`config.mk`:
```
export PLATFORM = sky130hd
export DESIGN_NAME = bus_strobe_seq
export DESIGN_NICKNAME = d
export VERILOG_FILES = /design/src/rtl/bus_seq_pkg.sv /design/src/rtl/bseq_timer.sv /design/src/rtl/bseq_cfg.sv /design/src/rtl/bseq_strobes.sv /design/src/rtl/bus_strobe_seq.sv
export SDC_FILE = /design/constraint.sdc
export NUM_CORES = 1
export LEC_CHECK = 0
export BUFFER_PORTS_ARGS = -buffer_cell sky130_fd_sc_hd__buf_2
export CORE_MARGIN = 1.5
export CORE_UTILIZATION = 25
export DETAILED_ROUTE_END_ITERATION = 12
export GPL_TIMING_DRIVEN = 0
export SYNTH_ARGS = -nofsm -noshare
export SYNTH_HDL_FRONTEND = slang
export SYNTH_SLANG_ARGS = --single-unit
export TNS_END_PERCENT = 20
```
`constraint.sdc`:
```
create_clock -name clk -period 1.9 [get_ports clk]
set_input_delay 0.285 -clock clk [delete_from_list [all_inputs] [get_ports clk]]
set_output_delay 0.285 -clock clk [all_outputs]
set_load 0.005 [all_outputs]
```
`src/rtl/bus_seq_pkg.sv`:
```
package bus_seq_pkg;

    localparam int N_STATES = 6;

    typedef enum logic [1:0] {
        BK_INTERNAL = 2'd0,
        BK_CODE_EXT = 2'd1,
        BK_DATA_EXT = 2'd2,
        BK_TABLE    = 2'd3
    } bus_kind_e;

    typedef struct packed {
        bus_kind_e kind;
        logic      ale_mask;
        logic      ext_run;
        logic      wide;
    } cycle_cfg_t;

    localparam cycle_cfg_t CFG_RESET = '{kind: BK_INTERNAL, ale_mask: 1'b0,
                                         ext_run: 1'b0, wide: 1'b0};

    function automatic logic is_code_read(bus_kind_e k);
        return (k == BK_CODE_EXT) || (k == BK_TABLE);
    endfunction

    function automatic logic ale_gate(cycle_cfg_t c);
        return !c.ale_mask || c.ext_run || (c.kind == BK_DATA_EXT) || (c.kind == BK_TABLE);
    endfunction

    function automatic logic in_win(int t, int lo, int hi);
        return (t >= lo) && (t <= hi);
    endfunction

endpackage

```
`src/rtl/bseq_timer.sv`:
```
module bseq_timer
    import bus_seq_pkg::*;
#(
    parameter int TPS = 2
) (
    input  logic                                 clk,
    input  logic                                 rst,
    output logic [$clog2(N_STATES*TPS)-1:0]      tick,
    output logic [N_STATES-1:0]                  state_oh,
    output logic                                 late_phase,
    output logic                                 last_tick
);
    localparam int TW = $clog2(N_STATES*TPS);
    localparam int SW = $clog2(N_STATES);
    localparam int PW = (TPS > 1) ? $clog2(TPS) : 1;

    logic [PW-1:0] ph_q;
    logic [SW-1:0] st_q;

    always_ff @(posedge clk) begin
        if (rst) begin
            ph_q <= '0;
            st_q <= '0;
        end else if (ph_q == PW'(TPS - 1)) begin
            ph_q <= '0;
            st_q <= (st_q == SW'(N_STATES - 1)) ? '0 : st_q + 1'b1;
        end else begin
            ph_q <= ph_q + 1'b1;
        end
    end

    generate
        for (genvar i = 0; i < N_STATES; i++) begin : g_state
            assign state_oh[i] = (st_q == SW'(i));
        end
    endgenerate

    assign late_phase = (ph_q == PW'(TPS - 1));
    assign last_tick  = (st_q == SW'(N_STATES - 1)) && late_phase;
    assign tick       = TW'(st_q) * TW'(TPS) + TW'(ph_q);

endmodule

```
`src/rtl/bseq_cfg.sv`:
```
module bseq_cfg
    import bus_seq_pkg::*;
(
    input  logic       clk,
    input  logic       rst,
    input  logic       load,
    input  logic [1:0] kind_in,
    input  logic       mask_in,
    input  logic       ext_in,
    input  logic       wide_in,
    output cycle_cfg_t cfg_q
);
    always_ff @(posedge clk) begin
        if (rst) begin
            cfg_q <= CFG_RESET;
        end else if (load) begin
            cfg_q.kind     <= bus_kind_e'(kind_in);
            cfg_q.ale_mask <= mask_in;
            cfg_q.ext_run  <= ext_in;
            cfg_q.wide     <= wide_in;
        end
    end
endmodule

```
`src/rtl/bseq_strobes.sv`:
```
module bseq_strobes
    import bus_seq_pkg::*;
#(
    parameter int TPS = 2
) (
    input  logic [$clog2(N_STATES*TPS)-1:0] tick,
    input  cycle_cfg_t                      cfg,
    output logic                            ale,
    output logic                            psen_n,
    output logic                            hi_addr_drive
);
    localparam int ALE_A_LO = TPS - 1;
    localparam int ALE_A_HI = 2 * TPS - 2;
    localparam int ALE_B_LO = 4 * TPS - 1;
    localparam int ALE_B_HI = 5 * TPS - 2;
    localparam int RD_A_LO  = 2 * TPS;
    localparam int RD_A_HI  = 3 * TPS - 1;
    localparam int RD_B_LO  = 5 * TPS;
    localparam int RD_B_HI  = 6 * TPS - 1;

    logic win_a, win_b, rd_win, code_rd;

    always_comb begin
        win_a   = in_win(int'(tick), ALE_A_LO, ALE_A_HI);
        win_b   = in_win(int'(tick), ALE_B_LO, ALE_B_HI);
        rd_win  = in_win(int'(tick), RD_A_LO, RD_A_HI) || in_win(int'(tick), RD_B_LO, RD_B_HI);
        code_rd = is_code_read(cfg.kind);

        ale           = ale_gate(cfg) && ((win_a && (cfg.kind != BK_DATA_EXT)) || win_b);
        psen_n        = !(code_rd && rd_win);
        hi_addr_drive = code_rd || ((cfg.kind == BK_DATA_EXT) && cfg.wide);
    end
endmodule

```
`src/rtl/bus_strobe_seq.sv`:
```
module bus_strobe_seq
    import bus_seq_pkg::*;
#(
    parameter int TPS = 2
) (
    input  logic                clk,
    input  logic                rst,
    input  logic [1:0]          bus_kind,
    input  logic                ale_mask,
    input  logic                ext_run,
    input  logic                wide_addr,
    output logic                ale,
    output logic                psen_n,
    output logic [N_STATES-1:0] state_oh,
    output logic                late_phase,
    output logic                hi_addr_drive
);
    localparam int TW = $clog2(N_STATES*TPS);

    logic [TW-1:0] tick;
    logic          last_tick;
    cycle_cfg_t    cfg_q;

    bseq_timer #(.TPS(TPS)) i_timer (
        .clk        (clk),
        .rst        (rst),
        .tick       (tick),
        .state_oh   (state_oh),
        .late_phase (late_phase),
        .last_tick  (last_tick)
    );

    bseq_cfg i_cfg (
        .clk     (clk),
        .rst     (rst),
        .load    (last_tick),
        .kind_in (bus_kind),
        .mask_in (ale_mask),
        .ext_in  (ext_run),
        .wide_in (wide_addr),
        .cfg_q   (cfg_q)
    );

    bseq_strobes #(.TPS(TPS)) i_strobes (
        .tick          (tick),
        .cfg           (cfg_q),
        .ale           (ale),
        .psen_n        (psen_n),
        .hi_addr_drive (hi_addr_drive)
    );
endmodule

```
# == Word level (Yosys, flattened, before mapping) ==
# Cells that the tools add are included.
# Widths: inputs -> output; s select.
# op_classes
addsub,3
n_lt_le_gt_ge,8
n_eq_ne,9
n_mux,1
n_reduce_logical,20
# ops
operator,n
$logic_and 1x1->1,9
$ge 4x3->1 const B,2
$le 4x4->1 const B,2
$logic_or 1x1->1,7
$eq 3x2->1 const B,2
$eq 3x3->1 const B,2
$add 4x1->4,1
$eq 2x2->1 const B,2
$ge 4x1->1 const B,1
$ge 4x4->1 const B,1
$le 4x2->1 const B,1
$le 4x3->1 const B,1
$add 3x1->3 const B,1
$eq 3x1->1 const B,1
$logic_not 3->1,1
$mux 3,1
$eq 2x1->1 const B,1
$logic_not 1->1,2
$ne 2x2->1 const B,1
$reduce_or 2->1,1
$add 1x1->1 const B,1
# totals
ff_bits,9
input_bits,7
out_inout_bits,10
word_cells,47

# == Longest topological paths before layout ==
# Gate-level depths: netlist of run 1.
# logic_depth
depth_word,6
ltp_mapped,6
depth_no_buf,5

# == Hierarchy ==
# From an unflattened synthesis of run 1, not the netlist that was laid out.
# unflattened
cells_unflattened,50
hier_area_um2,494.2
# modules_own_cells
module,n_inst,cells_each,area_per_inst_um2,seq_area_each_um2
bseq_timer,1,23,230.2,80.1
bseq_cfg,1,16,180.2,100.1
bseq_strobes,1,11,83.8,0.0

# == Worst setup path before layout of run 1 ==
# No wires, ideal clock.
# synth_timing
kind,register to output
startpoint,reg i_timer.ph_q (netlist: i_timer.late_phase)
endpoint,out ale
arrival_ns,1.042
required_ns,1.615
setup_slack_ns,0.573
stages_incl_launch_ff,5
path_buffers,1
cell_sequence,dfxtp_1 > buf_6 > or3b_1 > o311ai_1 > and3_1
# synth_via
elab_chain_len,6
elab_cells_between_ends,10
classes_between,1 x add/sub; 4 x order compare; 5 x reduce/logical
# synth_lines
element,line_no,text
"start, declared",bseq_timer.sv:17,logic [PW-1:0] ph_q;
"start signal, assigned",bseq_timer.sv:28,ph_q <= ph_q + 1'b1;
$add 4x1->4 *,bseq_timer.sv:40,assign tick = TW'(st_q) * TW'(TPS) + TW'(ph_q);
$ge 4x1->1 / $le 4x2->1 (equally long branches),bus_seq_pkg.sv:31,return (t >= lo) && (t <= hi);
$logic_and 1x1->1,bus_seq_pkg.sv:31,
$logic_and 1x1->1,bseq_strobes.sv:29,ale = ale_gate(cfg) && ((win_a && (cfg.kind != BK_DATA_EXT)) || win_b);
$logic_or 1x1->1 *,bseq_strobes.sv:29,
$logic_and 1x1->1 *,bseq_strobes.sv:29,
"end, declared",bus_strobe_seq.sv:12,"output logic ale,"
# Every way passes the cells marked *; elsewhere a longest branch is shown, timed or not.

# == Worst setup path in the final report of run 1 ==
# layout_timing
startpoint,reg i_timer.st_q[2]
endpoint,out ale
# layout_via
elab_chain_len,6
elab_cells_between_ends,10
classes_between,1 x add/sub; 4 x order compare; 5 x reduce/logical
# layout_lines
element,line_no,text
"start, declared",bseq_timer.sv:18,logic [SW-1:0] st_q;
"start signal, assigned",bseq_timer.sv:26,st_q <= (st_q == SW'(N_STATES - 1)) ? '0 : st_q + 1'b1;
$add 4x1->4 *,bseq_timer.sv:40,
$ge 4x1->1 / $le 4x2->1 (equally long branches),bus_seq_pkg.sv:31,
$logic_and 1x1->1,bus_seq_pkg.sv:31,
$logic_and 1x1->1,bseq_strobes.sv:29,
$logic_or 1x1->1 *,bseq_strobes.sv:29,
$logic_and 1x1->1 *,bseq_strobes.sv:29,
# Marks and branches as above.

==> results.sh, run 1 <==
export IMPL_status="complete, no violations"
export IMPL_setup_slack_ns=0.192
export IMPL_crit_fanout=9
export IMPL_peakVddDrop_mv=0.231
export IMPL_clockBufferDepth=2
export IMPL_whs_ns=0.252
export IMPL_wl_per_cell_um=9.96
export IMPL_skew_ns=0.00648
export IMPL_drt_iter0_markers=4
export IMPL_vias_per_cell=4.35
export IMPL_ys_types=25
export IMPL_tritoncts="yes"
export IMPL_synth_cells=53
export IMPL_fmax_ghz=0.585
export IMPL_start_util_pct=27.4
export IMPL_max_stage_delay_ns=0.35
export IMPL_totalWireLength_um=966
export IMPL_reg2reg_slack_ns=0.60
export IMPL_nNetsFinal=81
export IMPL_crit_chain="buf_6 -> or3b_1 -> o311ai_1 -> and3_1 -> buf_2"
export IMPL_startpoint_type="register"
export IMPL_grt_util_all_layers_pct=10.3
export IMPL_grt_max_degree=11
export IMPL_finalSetupViolations=0
export IMPL_cp_required_ns=1.62
export IMPL_finalHoldViolCount=0
export IMPL_cts_setup_buffers=0
export IMPL_cts_root_buf="clkbuf_4"
export IMPL_tns_ns=0
export IMPL_antenna_cells=0
export IMPL_pre_cts_ws_ns=0.461
export IMPL_maxCapViolCount=0
export IMPL_layout_min_cycle_time_ns=1.71
export IMPL_finalCritPeriodShare_pct=89.9
export IMPL_cts_resized=0
export IMPL_crit_arrival_ns=1.42
export IMPL_synth_warnings=0
export IMPL_clock_sinks=9
export IMPL_tightest_slew_ns=0.391
export IMPL_drc_errors=0
export IMPL_grt_pass1_wl_mm=1.59
export IMPL_dieArea_um2=2230
export IMPL_gp_congestion=0.682
export IMPL_ant_nets=0
export IMPL_pin_count=17
export IMPL_cpMaxStageDelayCell="or3b_1"
export IMPL_drtPass1Iterations=2
export IMPL_crit_family="simple AND/OR/NAND/NOR gates"
export IMPL_die_w_um=47.2
export IMPL_clk_latency_ns=0.26
export IMPL_syn_cell_area_um2=489
export IMPL_portBuffers=15
export IMPL_hold_class="primary input to register"
export IMPL_rows=15
export IMPL_maxSlewViolCount=0
export IMPL_slew_headroom_pct=73.9
export IMPL_cts_made_buffers=3
export IMPL_cts_htree_levels=1
export IMPL_gr_total_overflow=0
export IMPL_dp_hpwl_um=731
export IMPL_leakagePower_nw=0.329
export IMPL_fillers=212
export IMPL_ys_ff_latch=9
export IMPL_fin_util_pct=34.9
export IMPL_clk_pin_slew_ns=0.07
export IMPL_p_per_area_nw_per_um2=663
export IMPL_avgSynthCellArea_um2=9.23
export IMPL_endpoint_kind="primary output"
export IMPL_vias=422
export IMPL_coreArea_um2=1780
export IMPL_ys_seq_area_share_pct=36.8
export IMPL_holdBufCountCts=0
export IMPL_worst_path_buf_inv=2
export IMPL_syn2layout_area_growth_pct=27.4
export IMPL_rsz0062_at_grt="false"
export IMPL_synth_nets=61
export IMPL_grt_pass1_vias=380
export IMPL_path_class="register to primary output"
export IMPL_dieHeight_um=47.2
export IMPL_antenna_found_initial=0
export IMPL_drive_above_1_share_pct=36.1
## synthesized netlist by cell type, drive strengths merged
cell type	n	area share, %
o22a	1	1.8
nor3	2	2.0
o311ai	1	1.8
nor3b	1	1.5
buf	3	6.1
o21ai	1	1.0
and3	1	1.3
dfxtp	9	37
nand4b	2	4.9
a21o	1	1.5
xnor2	1	1.8
nand2	3	2.3
clkbuf	2	3.6
mux2i	6	12
and3b	1	2.0
or3b	1	1.8
inv	1	0.77
nand2b	1	1.3
ha	1	2.6
and2b	1	1.8
and2	2	2.6
nor2	11	8.4
## worst register-to-register path, cell delays in order (launching register included)
cell      delay (ns)
dfxtp_1         0.31
clkbuf_8        0.16
and2_1          0.14
ha_1            0.25
nand2b_1        0.14
o22a_1          0.15
nor2_1          0.08
## final timing paths
check / from / end / depth (start not counted)
setup / recovery: i_timer.st_q[2] / ale / 5
hold / removal: bus_kind[0] / i_cfg.cfg_q[3] / 3
setup reg to reg: i_timer.st_q[0] / i_timer.st_q[2] / 6
hold reg to reg: i_cfg.cfg_q[1] / i_cfg.cfg_q[1] / 2
## per-layer routing
metal / global-route usage (%) / share of wire, %
met5: 0 / 0
met4: 6.67 / 0
met3: 2.69 / 6.0
met2: 15.4 / 44
met1: 12.8 / 50
## logic make-up (layout without fill, tap and decap cells)
logic type               count (synthesis)  count (layout)  synth area share (%)
AO/OA/AOI/OAI                            4               4                  6.14
XOR/XNOR                                 1               1                  1.79
adder cells (fa/ha/maj)                  1               1                  2.56
buffers and inverters                    6              25                  10.5
flip-flops                               9               9                  36.8
multiplexers                             6               6                  12.3
AND/OR/NAND/NOR                         26              26                  29.9
## metrics by stage
stage          instances  instance area [um2]  power (W)
3_3_place_gp          93                  596   0.000268
2_1_floorplan         53                  489   0.000245
4_1_cts               97                  623   0.000417
6_report              97                  623   0.000413
3_5_place_dp          93                  596   0.000270
5_1_grt               97                  623   0.000439
## placed cells by master (no fill, tap or decap), types with 2 or more instances in the layout
master    synthesis  final
clkbuf_4          0      3
buf_2             0     15
dfxtp_1           9      9
mux2i_1           6      6
buf_6             2      2
nor2_1           11     11
and2_1            2      2
nor3_1            2      2
nand2_1           3      3
## sequential cells by signal (all words and copies together) (netlist names)
name                flops
i_cfg.cfg_q             5
i_timer.late_phase      1
i_timer.st_q            3
## report_power, final
group          internal [W]  switching, W  leakage, nW
Clock             0.0000776     0.0000712       0.0177
Combinational     0.0000359     0.0000321        0.239
Sequential         0.000194    0.00000240       0.0731
Total              0.000307      0.000106        0.329
## cell type report
type                    count  area [um2]  area share [%]
well taps                  25        31.3            5.02
repair buffers             15        75.1            12.0
flip-flops and latches      9         180            28.9
clock inverters             1        5.00           0.803
multi-input cells          38         258            41.4
plain buffers               5        47.5            7.63
inverters                   1        3.75           0.602
clock buffers               3        22.5            3.61
(Power assumes the default switching activity.)
==> run 2, diff against run 1 <==
--- a/config.mk
+++ b/config.mk
@@ -10,6 +10,7 @@
 export CORE_UTILIZATION = 25
 export DETAILED_ROUTE_END_ITERATION = 12
 export GPL_TIMING_DRIVEN = 0
+export RECOVER_POWER = 100
 export SYNTH_ARGS = -nofsm -noshare
 export SYNTH_HDL_FRONTEND = slang
 export SYNTH_SLANG_ARGS = --single-unit
==> run 2 against run 1 <==
Hold slack barely moved; wire length decreased by 0.41%; sequential cell count is the same; largest cell class unchanged; count of clock-buffer cells in the layout stayed put; setup slack worse by 0.0030 ns; sequential power is essentially flat; critical path depth stayed put; combinational power is 5.6% lower; via count did not move; first-iteration DRC count grew 25%; clock skew grew 0.0020 ns; maximum frequency decreased by 0.17%.
==> results.sh, run 2 (same netlist as run 1, synthesis figures left out) <==
export IMPL_crit_chain="buf_6 -> or3b_1 -> o311ai_1 -> and3_1 -> buf_2"
export IMPL_holdBufCountCts=0
export IMPL_crit_start="i_timer.late_phase"
export IMPL_switching_share_pct=25.4
export IMPL_tritoncts="yes"
export IMPL_dieArea_um2=2230
export IMPL_endpoint="ale"
export IMPL_drt_iter0_markers=5
export IMPL_gp_congestion=0.682
export IMPL_rows=15
export IMPL_maxSlewViolCount=0
export IMPL_cts_htree_levels=1
export IMPL_max_stage_delay_ns=0.35
export IMPL_combPwrFrac_pct=15.7
export IMPL_internal_power_w=0.000304
export IMPL_endpoint_kind="primary output"
export IMPL_cpMaxStageDelayCell="or3b_1"
export IMPL_coreArea_um2=1780
export IMPL_leakagePower_nw=0.288
export IMPL_finalSetupViolations=0
export IMPL_startpoint_type="register"
export IMPL_grt_pass1_vias=380
export IMPL_clk_latency_ns=0.26
export IMPL_tns_ns=0
export IMPL_cts_setup_buffers=0
export IMPL_drtPass1Iterations=2
export IMPL_nNetsFinal=81
export IMPL_grt_pass1_wl_mm=1.59
export IMPL_final_common_cell="nor2_1"
export IMPL_drive_above_1_share_pct=22.2
export IMPL_antenna_found_initial=0
export IMPL_drc_errors=0
export IMPL_crit_arrival_ns=1.43
export IMPL_totalWireLength_um=962
export IMPL_ant_nets=0
export IMPL_hold_class="primary input to register"
export IMPL_die_w_um=47.2
export IMPL_top_register="i_cfg.cfg_q"
export IMPL_cts_root_buf="clkbuf_4"
export IMPL_grt_util_all_layers_pct=10.3
export IMPL_pre_cts_ws_ns=0.461
export IMPL_setup_slack_ns=0.189
export IMPL_finalHoldViolCount=0
export IMPL_power_frac_clock_pct=36.1
export IMPL_clockBufferDepth=2
export IMPL_reg2reg_slack_ns=0.48
export IMPL_pin_count=17
export IMPL_worst_r2r_endpoint="i_timer.st_q[2]"
export IMPL_status="complete, no violations"
export IMPL_peakVddDrop_mv=0.231
export IMPL_crit_fanout=8
export IMPL_vias=422
export IMPL_cts_resized=0
export IMPL_layout_min_cycle_time_ns=1.71
export IMPL_maxCapViolCount=0
export IMPL_slew_headroom_pct=73.7
export IMPL_dp_hpwl_um=731
export IMPL_clk_pin_slew_ns=0.07
export IMPL_reg2regPathDepth=6
export IMPL_tightest_slew_ns=0.395
export IMPL_cp_required_ns=1.62
export IMPL_layout_common_cells="nor2_1, clkbuf_1, dfxtp_1"
export IMPL_portBuffers=15
export IMPL_path_class="register to primary output"
export IMPL_grt_max_degree=11
export IMPL_rsz0062_at_grt="false"
export IMPL_r2r_start="i_timer.st_q[1]"
export IMPL_dieHeight_um=47.2
export IMPL_skew_ns=0.00844
export IMPL_p_seq_share_pct=48.1
export IMPL_wl_per_cell_um=9.92
export IMPL_fmax_ghz=0.584
export IMPL_start_util_pct=27.4
export IMPL_syn2layout_area_growth_pct=23.3
export IMPL_largest_register_ff_count=5
export IMPL_antenna_cells=0
export IMPL_clock_sinks=9
export IMPL_vias_per_cell=4.35
export IMPL_cts_made_buffers=3
export IMPL_gr_total_overflow=0
export IMPL_finalCritPeriodShare_pct=90.1
export IMPL_power_switching_w=0.000104
export IMPL_p_per_area_nw_per_um2=676
-- run 2: cell count changes in the layout (fill, tap and decap cells not counted), moves of 2 or more --
| cell | before | now |
|---|---|---|
| and2_0 | 0 | 2 |
| and2_1 | 2 | 0 |
| buf_2 | 15 | 8 |
| clkbuf_1 | 1 | 9 |
-- run 2: layout make-up --
class	count	area (um2)
clock inverter	1	5.00
inverter	1	3.75
tap	25	31.3
multi-input combinational	38	250
clock buffer	3	22.5
buffer	5	43.8
fill	215	1180
timing repair buffer	15	66.3
sequential	9	180
-- run 2: how the worst min path moves through the flow --
stage	startpoint	to	slack [ns]	cells past startpoint
after floorplan	wide_addr	i_cfg.cfg_q[0]	0.43	2
final	bus_kind[0]	i_cfg.cfg_q[3]	0.25	3
after global placement	i_cfg.cfg_q[0]	i_cfg.cfg_q[0]	0.48	2
after CTS	bus_kind[0]	i_cfg.cfg_q[3]	0.25	3
after detailed placement	i_cfg.cfg_q[1]	i_cfg.cfg_q[1]	0.48	2
after global routing	wide_addr	i_cfg.cfg_q[0]	0.27	3
-- run 2: stage by stage --
stage / cell area [um2] / util (%) / power (W) / hold slack, ns / std cells
3_5_place_dp: 596 / 33.4 / 0.000270 / 0.485 / 93
2_1_floorplan: 489 / - / 0.000245 / 0.429 / 53
5_1_grt: 603 / 33.8 / 0.000435 / 0.272 / 97
3_3_place_gp: 596 / 33.4 / 0.000268 / 0.477 / 93
6_report: 603 / 33.8 / 0.000408 / 0.252 / 97
4_1_cts: 623 / 34.9 / 0.000417 / 0.252 / 97
-- run 2: per-layer routing --
metal  up-vias  wire length [um]  GRT usage [%]
met4         0                 0           6.67
met1       190               471           12.8
li1        219                 -              -
met3         0                66           2.69
met5         -                 0              0
met2        13               424           15.4
-- run 2: power groups by stage --
stage	Combinational [W]	Sequential (W)	Clock, W
finish	0.0000642	0.000196	0.000147
global route	0.0000727	0.000197	0.000166
CTS	0.0000690	0.000196	0.000152
detailed placement	0.0000688	0.000201	0
global placement	0.0000678	0.000201	0
floorplan	0.0000446	0.000201	0
-- run 2: worst max-delay path: cells and delay by family (launching register included) --
| family | cells | cell delay [ns] |
|---|---|---|
| AND/OR/NAND/NOR | 2 | 0.53 |
| flip-flops | 1 | 0.32 |
| buffers and inverters | 2 | 0.24 |
| AO/OA/AOI/OAI | 1 | 0.09 |
==> run 3, diff against run 2 <==
--- a/config.mk
+++ b/config.mk
@@ -6,7 +6,7 @@
 export NUM_CORES = 1
 export LEC_CHECK = 0
 export BUFFER_PORTS_ARGS = -buffer_cell sky130_fd_sc_hd__buf_2
-export CORE_MARGIN = 1.5
+export CORE_MARGIN = 2
 export CORE_UTILIZATION = 25
 export DETAILED_ROUTE_END_ITERATION = 12
 export GPL_TIMING_DRIVEN = 0
==> run 3 against run 2 <==
Sequential power about the same; register-to-register slack improved by 0.02 ns; non-clock buffer count did not move; critical endpoint unchanged; sequential share of layout area rose by 0.062 points; global-route usage shrank 1.9 points; count of clock-buffer cells in the layout rose by 1; first-iteration DRC count decreased by 80%; largest power group unchanged; utilization decreased by 0.070 points.
==> results.sh, run 3 (same netlist as run 1, synthesis figures left out) <==
export IMPL_skew_ns=0.000621
export IMPL_maxSlewViolCount=0
export IMPL_cts_setup_buffers=0
export IMPL_layout_common_cells="nor2_1, clkbuf_1, dfxtp_1"
export IMPL_use_met2_pct=11.6
export IMPL_dp_hpwl_um=696
export IMPL_slew_headroom_pct=74.5
export IMPL_met1_usage_pct=11.6
export IMPL_reg2reg_slack_ns=0.50
export IMPL_vias_per_cell=4.04
export IMPL_maxCapViolCount=0
export IMPL_multi_input_area_um2=250
export IMPL_clk_latency_ns=0.25
export IMPL_min_path_cells=3
export IMPL_clockBufferDepth=2
export IMPL_drc_errors=0
export IMPL_gr_usage_met3_pct=1.11
export IMPL_clk_pin_slew_ns=0.06
export IMPL_status="complete, no violations"
export IMPL_reg2regPathDepth=6
export IMPL_finalCritPeriodShare_pct=89.4
export IMPL_finalSetupViolations=0
export IMPL_coreArea_um2=1780
export IMPL_worstHoldStart="wide_addr"
export IMPL_cts_made_buffers=3
export IMPL_antenna_cells=0
export IMPL_fin_util_pct=33.8
export IMPL_cts_root_buf="clkbuf_4"
export IMPL_cts_resized=0
export IMPL_drtPass1Iterations=2
export IMPL_gr_total_overflow=0
export IMPL_gp_congestion=0.726
export IMPL_dieArea_um2=2330
export IMPL_layout_min_cycle_time_ns=1.70
export IMPL_holdPathEnd="i_cfg.cfg_q[0]"
export IMPL_final_common_cell="nor2_1"
export IMPL_peakVddDrop_mv=0.193
export IMPL_top_register="i_cfg.cfg_q"
export IMPL_tritoncts="yes"
export IMPL_fmax_ghz=0.589
export IMPL_cpMaxStageDelayCell="or3b_1"
export IMPL_vias=392
export IMPL_grt_util_all_layers_pct=8.38
export IMPL_start_util_pct=27.4
export IMPL_path_class="register to primary output"
export IMPL_ant_nets=0
export IMPL_tns_ns=0
export IMPL_wl_per_cell_um=9.40
export IMPL_crit_arrival_ns=1.41
export IMPL_fillers=202
export IMPL_p_per_area_nw_per_um2=666
export IMPL_holdBufCountCts=0
export IMPL_max_stage_delay_ns=0.35
export IMPL_endpoint_kind="primary output"
export IMPL_worst_r2r_endpoint="i_timer.st_q[2]"
export IMPL_cts_htree_levels=1
export IMPL_r2r_start="i_timer.st_q[1]"
export IMPL_antenna_found_initial=0
export IMPL_largest_register_ff_count=5
export IMPL_die_w_um=48.2
export IMPL_drive_above_1_share_pct=20.8
export IMPL_rows=15
export IMPL_dieHeight_um=48.2
export IMPL_cp_required_ns=1.62
export IMPL_nNetsFinal=81
export IMPL_crit_chain="buf_6 -> or3b_1 -> o311ai_1 -> and3_1 -> buf_2"
export IMPL_leakagePower_nw=0.286
export IMPL_grt_pass1_vias=310
export IMPL_clock_sinks=9
export IMPL_totalWireLength_um=912
export IMPL_finalHoldViolCount=0
export IMPL_pin_count=17
export IMPL_startpoint_type="register"
export IMPL_rsz0062_at_grt="false"
export IMPL_crit_family="simple AND/OR/NAND/NOR gates"
export IMPL_grt_max_degree=11
export IMPL_drt_iter0_markers=1
export IMPL_syn2layout_area_growth_pct=23.0
export IMPL_grt_pass1_wl_mm=1.34
export IMPL_grt_busiest_layer="met2"
export IMPL_crit_fanout=8
export IMPL_hold_class="primary input to register"
export IMPL_regArea_um2=180
export IMPL_portBuffers=15
export IMPL_worst_path_buf_inv=2
export IMPL_tightest_slew_ns=0.380
-- run 3: cell types whose count changed in the layout (fill, tap and decap cells not counted) --
cell / change
clkinv_2: -1
and2_1: +1
and2_0: -1
clkbuf_1: +1
-- run 3: worst register-to-register path, cell delays in order (launching register included) --
cell and delay, ns:
dfxtp_1 0.30, clkbuf_1 0.28, and2_0 0.18, ha_1 0.21, nand2b_1 0.13, o22a_1 0.16, nor2_1 0.08
-- run 3: area by class of cell --
type,count,area share [%]
timing repair buffer,15,11.0
tap,25,5.20
buffer,5,7.28
clock buffer,4,4.37
sequential,9,29.9
multi-input combinational,38,41.6
inverter,1,0.624
-- run 3: worst max path at each step --
stage                            start   to  slack (ns)  cells after the start
floorplan           i_timer.late_phase  ale        0.57                      4
global placement    i_timer.late_phase  ale        0.47                      5
detailed placement     i_timer.st_q[2]  ale        0.47                      5
CTS                 i_timer.late_phase  ale        0.19                      5
global route           i_timer.st_q[1]  ale        0.08                      5
finish              i_timer.late_phase  ale        0.20                      5
-- run 3: per-layer routing --
layer / wire length (um) / up-vias
met1: 492 / 160
li1: - / 217
met5: 0 / -
met3: 53 / 2
met4: 19 / 0
met2: 347 / 13
-- run 3: through the flow --
stage               total power (W)  hold WS [ns]  area (um2)  setup slack [ns]  instances
finish                     0.000401         0.265         602             0.202         97
global route               0.000427         0.279         602            0.0773         97
CTS                        0.000413         0.259         622             0.189         97
detailed placement         0.000268         0.491         596             0.473         93
global placement           0.000268         0.477         596             0.472         93
floorplan                  0.000245         0.429         489             0.573         53
-- run 3: power by group --
part / switching, W / internal, W / total [W]
Combinational: 0.0000305 / 0.0000329 / 0.0000635
Clock: 0.0000599 / 0.0000805 / 0.000140
Sequential: 0.00000263 / 0.000194 / 0.000197
